`src/rtl/trig_pkg.sv`:
```
package trig_pkg;
  localparam int GRP_DELAY = 0;
  localparam int GRP_MASK  = 1;
  localparam int GRP_SCALE = 2;

  typedef struct packed {
    logic fire;
    logic wrDelay;
    logic wrMask;
    logic wrScale;
  } trigStrobe_t;
endpackage

```
`src/rtl/trig_delay_line.sv`:
```
module trig_delay_line #(
  parameter int MAX_DELAY = 63,
  localparam int SEL_W = $clog2(MAX_DELAY + 1)
) (
  input  logic             clk,
  input  logic             rstN,
  input  logic             bitIn,
  input  logic [SEL_W-1:0] delaySel,
  output logic             bitOut
);
  logic [MAX_DELAY-1:0] stages;
  logic [MAX_DELAY:0]   taps;

  always_ff @(posedge clk or negedge rstN) begin
    if (!rstN) stages <= '0;
    else       stages <= {stages[MAX_DELAY-2:0], bitIn};
  end

  // tap 0 is the live input, tap k is the input k cycles ago
  assign taps   = {stages, bitIn};
  assign bitOut = taps[delaySel];
endmodule

```
`src/rtl/trig_control.sv`:
```
module trig_control
  import trig_pkg::*;
#(
  parameter int BLOCK_CYCLES = 120,
  localparam int CNT_W = $clog2(BLOCK_CYCLES + 1)
) (
  input  logic        clk,
  input  logic        rstN,
  input  logic        anyPass,
  input  logic        daqBusy,
  input  logic        cfgWe,
  input  logic [1:0]  cfgGroup,
  output trigStrobe_t strobes
);
  logic [CNT_W-1:0] deadCnt;
  logic             deadNow;
  logic             fireNow;

  assign deadNow = (deadCnt != '0);
  assign fireNow = anyPass && !daqBusy && !deadNow;

  always_ff @(posedge clk or negedge rstN) begin
    if (!rstN)        deadCnt <= '0;
    else if (fireNow) deadCnt <= CNT_W'(BLOCK_CYCLES - 1);
    else if (deadNow) deadCnt <= deadCnt - 1'b1;
  end

  always_comb begin
    strobes.fire    = fireNow;
    strobes.wrDelay = cfgWe && (cfgGroup == 2'(GRP_DELAY));
    strobes.wrMask  = cfgWe && (cfgGroup == 2'(GRP_MASK));
    strobes.wrScale = cfgWe && (cfgGroup == 2'(GRP_SCALE));
  end
endmodule

```
`src/rtl/trig_datapath.sv`:
```
module trig_datapath
  import trig_pkg::*;
#(
  parameter int NUM_COND  = 8,
  parameter int NUM_TYPES = 4,
  parameter int MAX_DELAY = 63,
  parameter int SCALE_W   = 8,
  parameter int NUM_W     = 8,
  parameter int CFG_W     = 8,
  localparam int TYPE_W   = (NUM_TYPES > 1) ? $clog2(NUM_TYPES) : 1,
  localparam int SEL_W    = $clog2(MAX_DELAY + 1)
) (
  input  logic                clk,
  input  logic                rstN,
  input  logic [NUM_COND-1:0] condIn,
  input  logic [3:0]          cfgIdx,
  input  logic [CFG_W-1:0]    cfgData,
  input  trigStrobe_t         strobes,
  output logic                anyPass,
  output logic                l1Accept,
  output logic [TYPE_W-1:0]   eventType,
  output logic [NUM_W-1:0]    trigNumber,
  output logic                checkPulse
);
  logic [NUM_COND-1:0]  aligned;
  logic [NUM_TYPES-1:0] passVec;
  logic [TYPE_W-1:0]    typeSel;
  logic [NUM_W-1:0]     numCnt;

  // per-input delay register and delay line
  for (genvar i = 0; i < NUM_COND; i++) begin : g_in
    logic [SEL_W-1:0] delayReg;

    always_ff @(posedge clk or negedge rstN) begin
      if (!rstN) delayReg <= '0;
      else if (strobes.wrDelay && cfgIdx == 4'(i)) delayReg <= SEL_W'(cfgData);
    end

    trig_delay_line #(.MAX_DELAY(MAX_DELAY)) u_dly (
      .clk     (clk),
      .rstN    (rstN),
      .bitIn   (condIn[i]),
      .delaySel(delayReg),
      .bitOut  (aligned[i])
    );
  end

  // trigger table entries with prescalers
  for (genvar t = 0; t < NUM_TYPES; t++) begin : g_type
    logic [NUM_COND-1:0] maskReg;
    logic [SCALE_W-1:0]  scaleReg;
    logic [SCALE_W-1:0]  scaleCnt;
    logic                hit;
    logic                atLimit;

    always_ff @(posedge clk or negedge rstN) begin
      if (!rstN) begin
        maskReg  <= '0;
        scaleReg <= '0;
      end else begin
        if (strobes.wrMask && cfgIdx == 4'(t))  maskReg  <= NUM_COND'(cfgData);
        if (strobes.wrScale && cfgIdx == 4'(t)) scaleReg <= SCALE_W'(cfgData);
      end
    end

    assign hit     = (maskReg != '0) && ((aligned & maskReg) == maskReg);
    assign atLimit = (scaleReg <= SCALE_W'(1)) || (scaleCnt == scaleReg - 1'b1);
    assign passVec[t] = hit && atLimit;

    always_ff @(posedge clk or negedge rstN) begin
      if (!rstN) scaleCnt <= '0;
      else if (strobes.wrScale && cfgIdx == 4'(t)) scaleCnt <= '0;
      else if (hit) scaleCnt <= atLimit ? '0 : scaleCnt + 1'b1;
    end
  end

  assign anyPass = |passVec;

  always_comb begin
    typeSel = '0;
    for (int t = NUM_TYPES - 1; t >= 0; t--) begin
      if (passVec[t]) typeSel = TYPE_W'(t);
    end
  end

  always_ff @(posedge clk or negedge rstN) begin
    if (!rstN) begin
      l1Accept   <= 1'b0;
      checkPulse <= 1'b0;
      eventType  <= '0;
      trigNumber <= '0;
      numCnt     <= '0;
    end else if (strobes.fire) begin
      l1Accept   <= 1'b1;
      checkPulse <= (numCnt == '1);
      eventType  <= typeSel;
      trigNumber <= numCnt;
      numCnt     <= numCnt + 1'b1;
    end else begin
      l1Accept   <= 1'b0;
      checkPulse <= 1'b0;
    end
  end
endmodule

```
`src/rtl/trig_decider.sv`:
```
module trig_decider
  import trig_pkg::*;
#(
  parameter int NUM_COND     = 8,
  parameter int NUM_TYPES    = 4,
  parameter int MAX_DELAY    = 63,
  parameter int SCALE_W      = 8,
  parameter int NUM_W        = 8,
  parameter int CFG_W        = 8,
  parameter int BLOCK_CYCLES = 120,
  localparam int TYPE_W      = (NUM_TYPES > 1) ? $clog2(NUM_TYPES) : 1
) (
  input  logic                clk,
  input  logic                rstN,
  input  logic [NUM_COND-1:0] condIn,
  input  logic                daqBusy,
  input  logic                cfgWe,
  input  logic [5:0]          cfgAddr,
  input  logic [CFG_W-1:0]    cfgData,
  output logic                l1Accept,
  output logic [TYPE_W-1:0]   eventType,
  output logic [NUM_W-1:0]    trigNumber,
  output logic                checkPulse
);
  trigStrobe_t strobes;
  logic        anyPass;

  trig_control #(.BLOCK_CYCLES(BLOCK_CYCLES)) u_ctrl (
    .clk     (clk),
    .rstN    (rstN),
    .anyPass (anyPass),
    .daqBusy (daqBusy),
    .cfgWe   (cfgWe),
    .cfgGroup(cfgAddr[5:4]),
    .strobes (strobes)
  );

  trig_datapath #(
    .NUM_COND (NUM_COND),
    .NUM_TYPES(NUM_TYPES),
    .MAX_DELAY(MAX_DELAY),
    .SCALE_W  (SCALE_W),
    .NUM_W    (NUM_W),
    .CFG_W    (CFG_W)
  ) u_dp (
    .clk       (clk),
    .rstN      (rstN),
    .condIn    (condIn),
    .cfgIdx    (cfgAddr[3:0]),
    .cfgData   (cfgData),
    .strobes   (strobes),
    .anyPass   (anyPass),
    .l1Accept  (l1Accept),
    .eventType (eventType),
    .trigNumber(trigNumber),
    .checkPulse(checkPulse)
  );
endmodule

```
`config.mk`:
```
export PLATFORM = sky130hd
export DESIGN_NAME = trig_decider
export DESIGN_NICKNAME = d
export VERILOG_FILES = /design/src/rtl/trig_pkg.sv /design/src/rtl/trig_delay_line.sv /design/src/rtl/trig_control.sv /design/src/rtl/trig_datapath.sv /design/src/rtl/trig_decider.sv
export SDC_FILE = /design/constraint.sdc
export NUM_CORES = 1
export LEC_CHECK = 0
export CAP_MARGIN = 20
export CORE_MARGIN = 1
export CORE_UTILIZATION = 40
export DETAILED_ROUTE_END_ITERATION = 16
export PLACE_DENSITY = 0.57
export SETUP_SLACK_MARGIN = 0.4
export SLEW_MARGIN = 40
export SYNTH_ARGS = -nofsm -noshare
export SYNTH_HDL_FRONTEND = slang
export SYNTH_HIERARCHICAL = 1
export SYNTH_SLANG_ARGS = --single-unit
```
`constraint.sdc`:
```
create_clock -name clk -period 11 [get_ports clk]
set_input_delay 2.75 -clock clk [delete_from_list [all_inputs] [get_ports clk]]
set_output_delay 2.75 -clock clk [all_outputs]
set_load 0.01 [all_outputs]
```
After elaboration in Yosys (flattened, before gate mapping). Cells that the tools add are included.

Flip-flop bits (word level): 675. Logic and storage cells: 162. Output and inout bits: 12. Input port bits: 26.

Order comparisons: 12. Reduce and logical (&&, ||, !) cells: 48. Multiplexer cells: 36. $add $sub $neg: 10. Eq/ne operators: 18. Bitwise operators: 4.

Operators with widths (number): 2-to-1 mux 8 bit (12); == test 8 bit (8); less-than comparator 6 x 7 -> 1 bit, second input constant (8); binary-select mux 1 bit (select 6 bit) (8); adder 8 x 1 -> 8 bit, second input constant (5); AND 8 bit (4); <= comparator 8 x 1 -> 1 bit, second input constant (4); nonzero test 8 bit (4); subtractor 8 x 1 -> 8 bit, second input constant (4); logical AND 1 bit (29); == test 4 x 3 -> 1 bit, second input constant (4); 2-to-1 mux 7 bit (2); 2-to-1 mux 1 bit (10); nonzero test 2 bit (5); == test 4 x 2 -> 1 bit, second input constant (2); == test 8 bit, second input constant (1); 2-to-1 mux 2 bit (4); nonzero test 7 bit (1); subtractor 7 x 1 -> 7 bit, second input constant (1); == test 4 x 1 -> 1 bit, second input constant (1); logical NOT 4 bit (1); logical OR 1 bit (4); OR reduction 4 bit (1); == test 2 x 1 -> 1 bit, second input constant (1); 3 further kinds (4).

Logic depth before layout (Yosys ltp).
Depth in word-level cells: 10. Gate-level depth with buffers: 20. Gate-level depth less buffers: 16.

Hierarchy. Netlist, hierarchy kept.

By module, submodules not included: trig_delay_line (sequential area each 1576.5 um2, instances 8, cells each 106, area each 2109.5 um2); trig_datapath (sequential area each 4103.9 um2, instances 1, cells each 702, area each 8017.7 um2); trig_control (sequential area each 175.2 um2, instances 1, cells each 44, area each 410.4 um2).

Worst setup path before layout. Ideal clock, no wire load.

Path kind: in2reg. Start point: in condIn[0]. End point: reg u_dp.trigNumber[3]. Stages: 17. Path buffers: 4. Data required time: 10875 ps. Data arrival time: 5565 ps. Setup time: 125 ps. Path slack: 5310 ps. Cell sequence: mux4_2 -> a22oi_1 -> nand3_1 -> a21oi_1 -> nor2_1 -> nor2b_1 -> a2111oi_0 -> and4_1 -> clkbuf_1 -> o21ai_0 -> nand3_1 -> nand2b_1 -> nor2_1 -> buf_4 -> clkbuf_1 -> clkbuf_1 -> mux2_2.

Word-level cells in the longest chain between the ends: 9. Elaborated cells between the ends (all ways): 21. Classes of those cells: 4 x eq/ne; 2 x mux; 4 x bitwise; 11 x reduce/logical.

RTL lines: start: declaration (line trig_decider.sv:15) `input logic [NUM_COND-1:0] condIn,`; binary-select mux 1 bit (select 6 bit) * (line trig_delay_line.sv:21) `assign bitOut = taps[delaySel];`; 2-to-1 mux 1 bit (not written as such) * (line trig_delay_line.sv:21); via u_dp.aligned[0] (line trig_datapath.sv:25) `logic [NUM_COND-1:0] aligned;`; AND 8 bit (line trig_datapath.sv:66) `assign hit = (maskReg != '0) && ((aligned & maskReg) == maskReg);`; == test 8 bit (line trig_datapath.sv:66); logical AND 1 bit (line trig_datapath.sv:66); logical AND 1 bit (line trig_datapath.sv:68) `assign passVec[t] = hit && atLimit;`; OR reduction 4 bit * (line trig_datapath.sv:77) `assign anyPass = |passVec;`; via anyPass (line trig_decider.sv:26) `logic anyPass;`; logical AND 1 bit * (2 in series) (line trig_control.sv:20) `assign fireNow = anyPass && !daqBusy && !deadNow;`; via u_ctrl.fireNow (line trig_control.sv:17) `logic fireNow;`; end signal: assignment (line trig_datapath.sv:97) `trigNumber <= numCnt;`; end: declaration (line trig_datapath.sv:22) `output logic [NUM_W-1:0] trigNumber,`.

Mark *: on every way through the listed nets, which the timed path passes. The rest lies on a longest branch. The select of a mux whose other input is x is not followed. A chain may end at the register's enable or synchronous reset.

==> flow_summary.toml <==
[logic_synthesis]
ys.flop_type = "dfrtp_1"
synth_nets = 1634
yosysTopAreaCell = "dfrtp_1"
synth_async_sr_flop_share = 1.00
synthesis.area_mm2 = 0.0253
synth_most_common_cell = "dfrtp_1"
ys_top_cells_by_count = "dfrtp_1 (675), mux4_2 (128), mux2_2 (120)"
synth.top_cells.by_area = "dfrtp_1 (67%), mux4_2 (11%), mux2_2 (5.3%)"
yosysWarnings = 6
post-synth-top-area-fraction = 0.668
syn_avg_cell_area_um2 = 15.9
synth.distinct_cells = 64
ys_seq_elements = 675
yosysSeqAreaShare = 0.668
synth_cells = 1594
synth-edff-count = 0

[timing]
slew_violations = 0
clock.fmax_mhz = 168
tightest_slew_ns = 0.767
min_period_ns = 5.97
rsz0062_at_grt = "no"
period_share = 0.542
clock_skew_ns = 0.0177
finalSetupViolCount = 0
fin_tns_setup_ns = 0
relSlewSlack = 0.489
hold_viol = 0
hold_ws_ns = 0.365

[clock_network]
postCtsSetupBuffers = 0
cts_resized = 0
cts_tree = "built"
path_clk_slew_ns = 0.06
clk_latency_ns = 0.60
cts_root_buffer = "clkbuf_16"
h-tree-depth = 3
ctsHoldBuffers = 0
clock-sinks = 675
numCtsBuffers = 71
cts_buffer_depth = 3

[outcome]
status = "finished, final reports clean"

[routing]
vias = 13300
wl_per_cell_um = 18.6
ant_nets = 0
drtIter0Drc = 814
vias_per_cell = 5.20
drc = 0
firstDrtPassIters = 4
wirelength_mm = 47.7

[floorplan]
coreArea_mm2 = 0.0621
die_y_um = 254
num_io_pins = 38
die_x_um = 254
initial_core_util = 0.408
dieArea_mm2 = 0.0643
rows = 91

[min_path]
hp-class = "reg -> reg"

[global_routing]
grt_max_degree = 115
overflow = 0
grt_first_pass_wirelength_mm = 80.1
grt_pass1_vias = 14400
track_usage = 0.159
antenna_found_initial = 2

[setup_path]
end_kind = "flip-flop"
path_cells = "clkdlybuf4s50_1, mux4_2, a22oi_1, nand3_1, a21oi_1, nor2_1, nor2b_1, a2111oi_0, nand4_1, o21bai_1, o21a_1, nand3_1, nand2b_1, nor2_1, buf_4, nand4_1, nor3_1, xor2_1"
critPathArrivalTime_ns = 6.48
cp.required_ns = 11.51
path_class = "in -> reg"
crit_family = "simple AND/OR/NAND/NOR gates"
worst-path-buf-inv = 2
critPathMaxStageDelay_ns = 0.48
crit_fanout = 18
cp-start-kind = "input pin"
cp_slowest_cell = "clkdlybuf4s50_1"

[finish]
multi_input_area_mm2 = 0.00792
area_growth_pct = 14.9
drive_above_1_share = 0.241
final_nets = 1709
fill_cells = 5297
seqCellArea_mm2 = 0.0169
n_antenna_cell = 0

[power_and_ir_drop]
p_leak_uw = 0.0126
p_per_area_mw_per_mm2 = 209
vdd_drop_max_mv = 0.147

[place]
gp_routability_congestion = 0.803
place_hpwl_mm = 29.4
port_buffers = 37

[run]
maxCapViolCount = 0
## layout make-up
cell class,count,share of cell area
clock buffers,101,0.0720
clock inverters,28,0.0128
inverters,44,0.00568
multi-input cells,824,0.273
flip-flops and latches,675,0.582
well taps,837,0.0360
repair buffers,53,0.0194
## sequential cells by signal (all words and copies together) (netlist names)
name,count
u_dp/g_in.delayReg,48
u_dp/numCnt,8
u_dp/g_type.scaleReg,32
u_dp/l1Accept,1
u_ctrl/deadCnt,7
u_dp/checkPulse,1
u_dp/trigNumber,8
u_dp/eventType,2
u_dp/g_in.u_dly/stages,504
u_dp/g_type.scaleCnt,32
u_dp/g_type.maskReg,32
## layout by cell type (no fill, tap or decap), drive strengths merged, types with 14 or more instances in the layout
master | Yosys | final
a21oi | 35 | 35
xor2 | 19 | 19
clkbuf | 26 | 101
o21ai | 43 | 43
nand3 | 45 | 45
buf | 25 | 18
nor2b | 32 | 32
nor2 | 46 | 46
xnor2 | 40 | 40
a31oi | 18 | 18
a22oi | 24 | 24
mux4 | 128 | 128
nor4 | 20 | 20
dfrtp | 675 | 675
clkdlybuf4s50 | 0 | 35
nand2 | 76 | 76
inv | 44 | 48
nor3 | 23 | 23
ha | 14 | 14
mux2 | 120 | 120
## report_power, final
group / leakage [uW] / switching, uW / total [uW] / internal, uW
logic: 0.00301 / 360 / 733 / 373
registers: 0.00837 / 212 / 2850 / 2640
clock network: 0.00121 / 962 / 2480 / 1520
## stage by stage
stage,util,instance area (um^2),setup WS [ns],power [uW],cells
global placement,0.427,26500,4.44,3620,2431
CTS,0.468,29100,4.96,6160,2562
detailed placement,0.429,26600,4.32,3640,2433
floorplan,-,25300,5.31,3410,1594
global route,0.468,29100,4.67,6380,2562
finish,0.468,29100,5.03,6070,2562
## kinds of logic after synthesis
kind of cell | synth area share
adder cells (fa/ha/maj) | 0.00692
AO/OA/AOI/OAI | 0.0528
AND/OR/NAND/NOR | 0.0609
multiplexers | 0.172
buffers and inverters | 0.0198
flip-flops | 0.668
XOR/XNOR | 0.0204
## per-layer routing
metal | GRT usage | vias up | routed length [um]
met3 | 0.0326 | 78 | 1710
li1 | - | 5995 | -
met2 | 0.239 | 171 | 21900
met4 | 0.0480 | 2 | 1040
met1 | 0.232 | 7072 | 23100
met5 | 0 | - | 13
## path summary, 6_finish.rpt
path                            slack [ns]                                    start  cells past startpoint                                       to
worst min-delay path                  0.37  u_dp/g_in[7].u_dly/stages[60]$_DFF_PN0_                      0  u_dp/g_in[7].u_dly/stages[61]$_DFF_PN0_
max in group asynchronous             6.81                                     rstN                      4     u_dp/g_in[3].delayReg[0]$_DFFE_PN0P_
min in group asynchronous             2.16                                     rstN                      1   u_dp/g_in[2].u_dly/stages[0]$_DFF_PN0_
worst min register to register        0.37  u_dp/g_in[7].u_dly/stages[60]$_DFF_PN0_                      0  u_dp/g_in[7].u_dly/stages[61]$_DFF_PN0_
worst max-delay path                  5.03                                condIn[0]                     18               u_dp/numCnt[7]$_DFFE_PN0P_
worst max register to register        6.56     u_dp/g_in[0].delayReg[1]$_DFFE_PN0P_                     17               u_dp/numCnt[7]$_DFFE_PN0P_
Power figures use the tool's default switching activity.
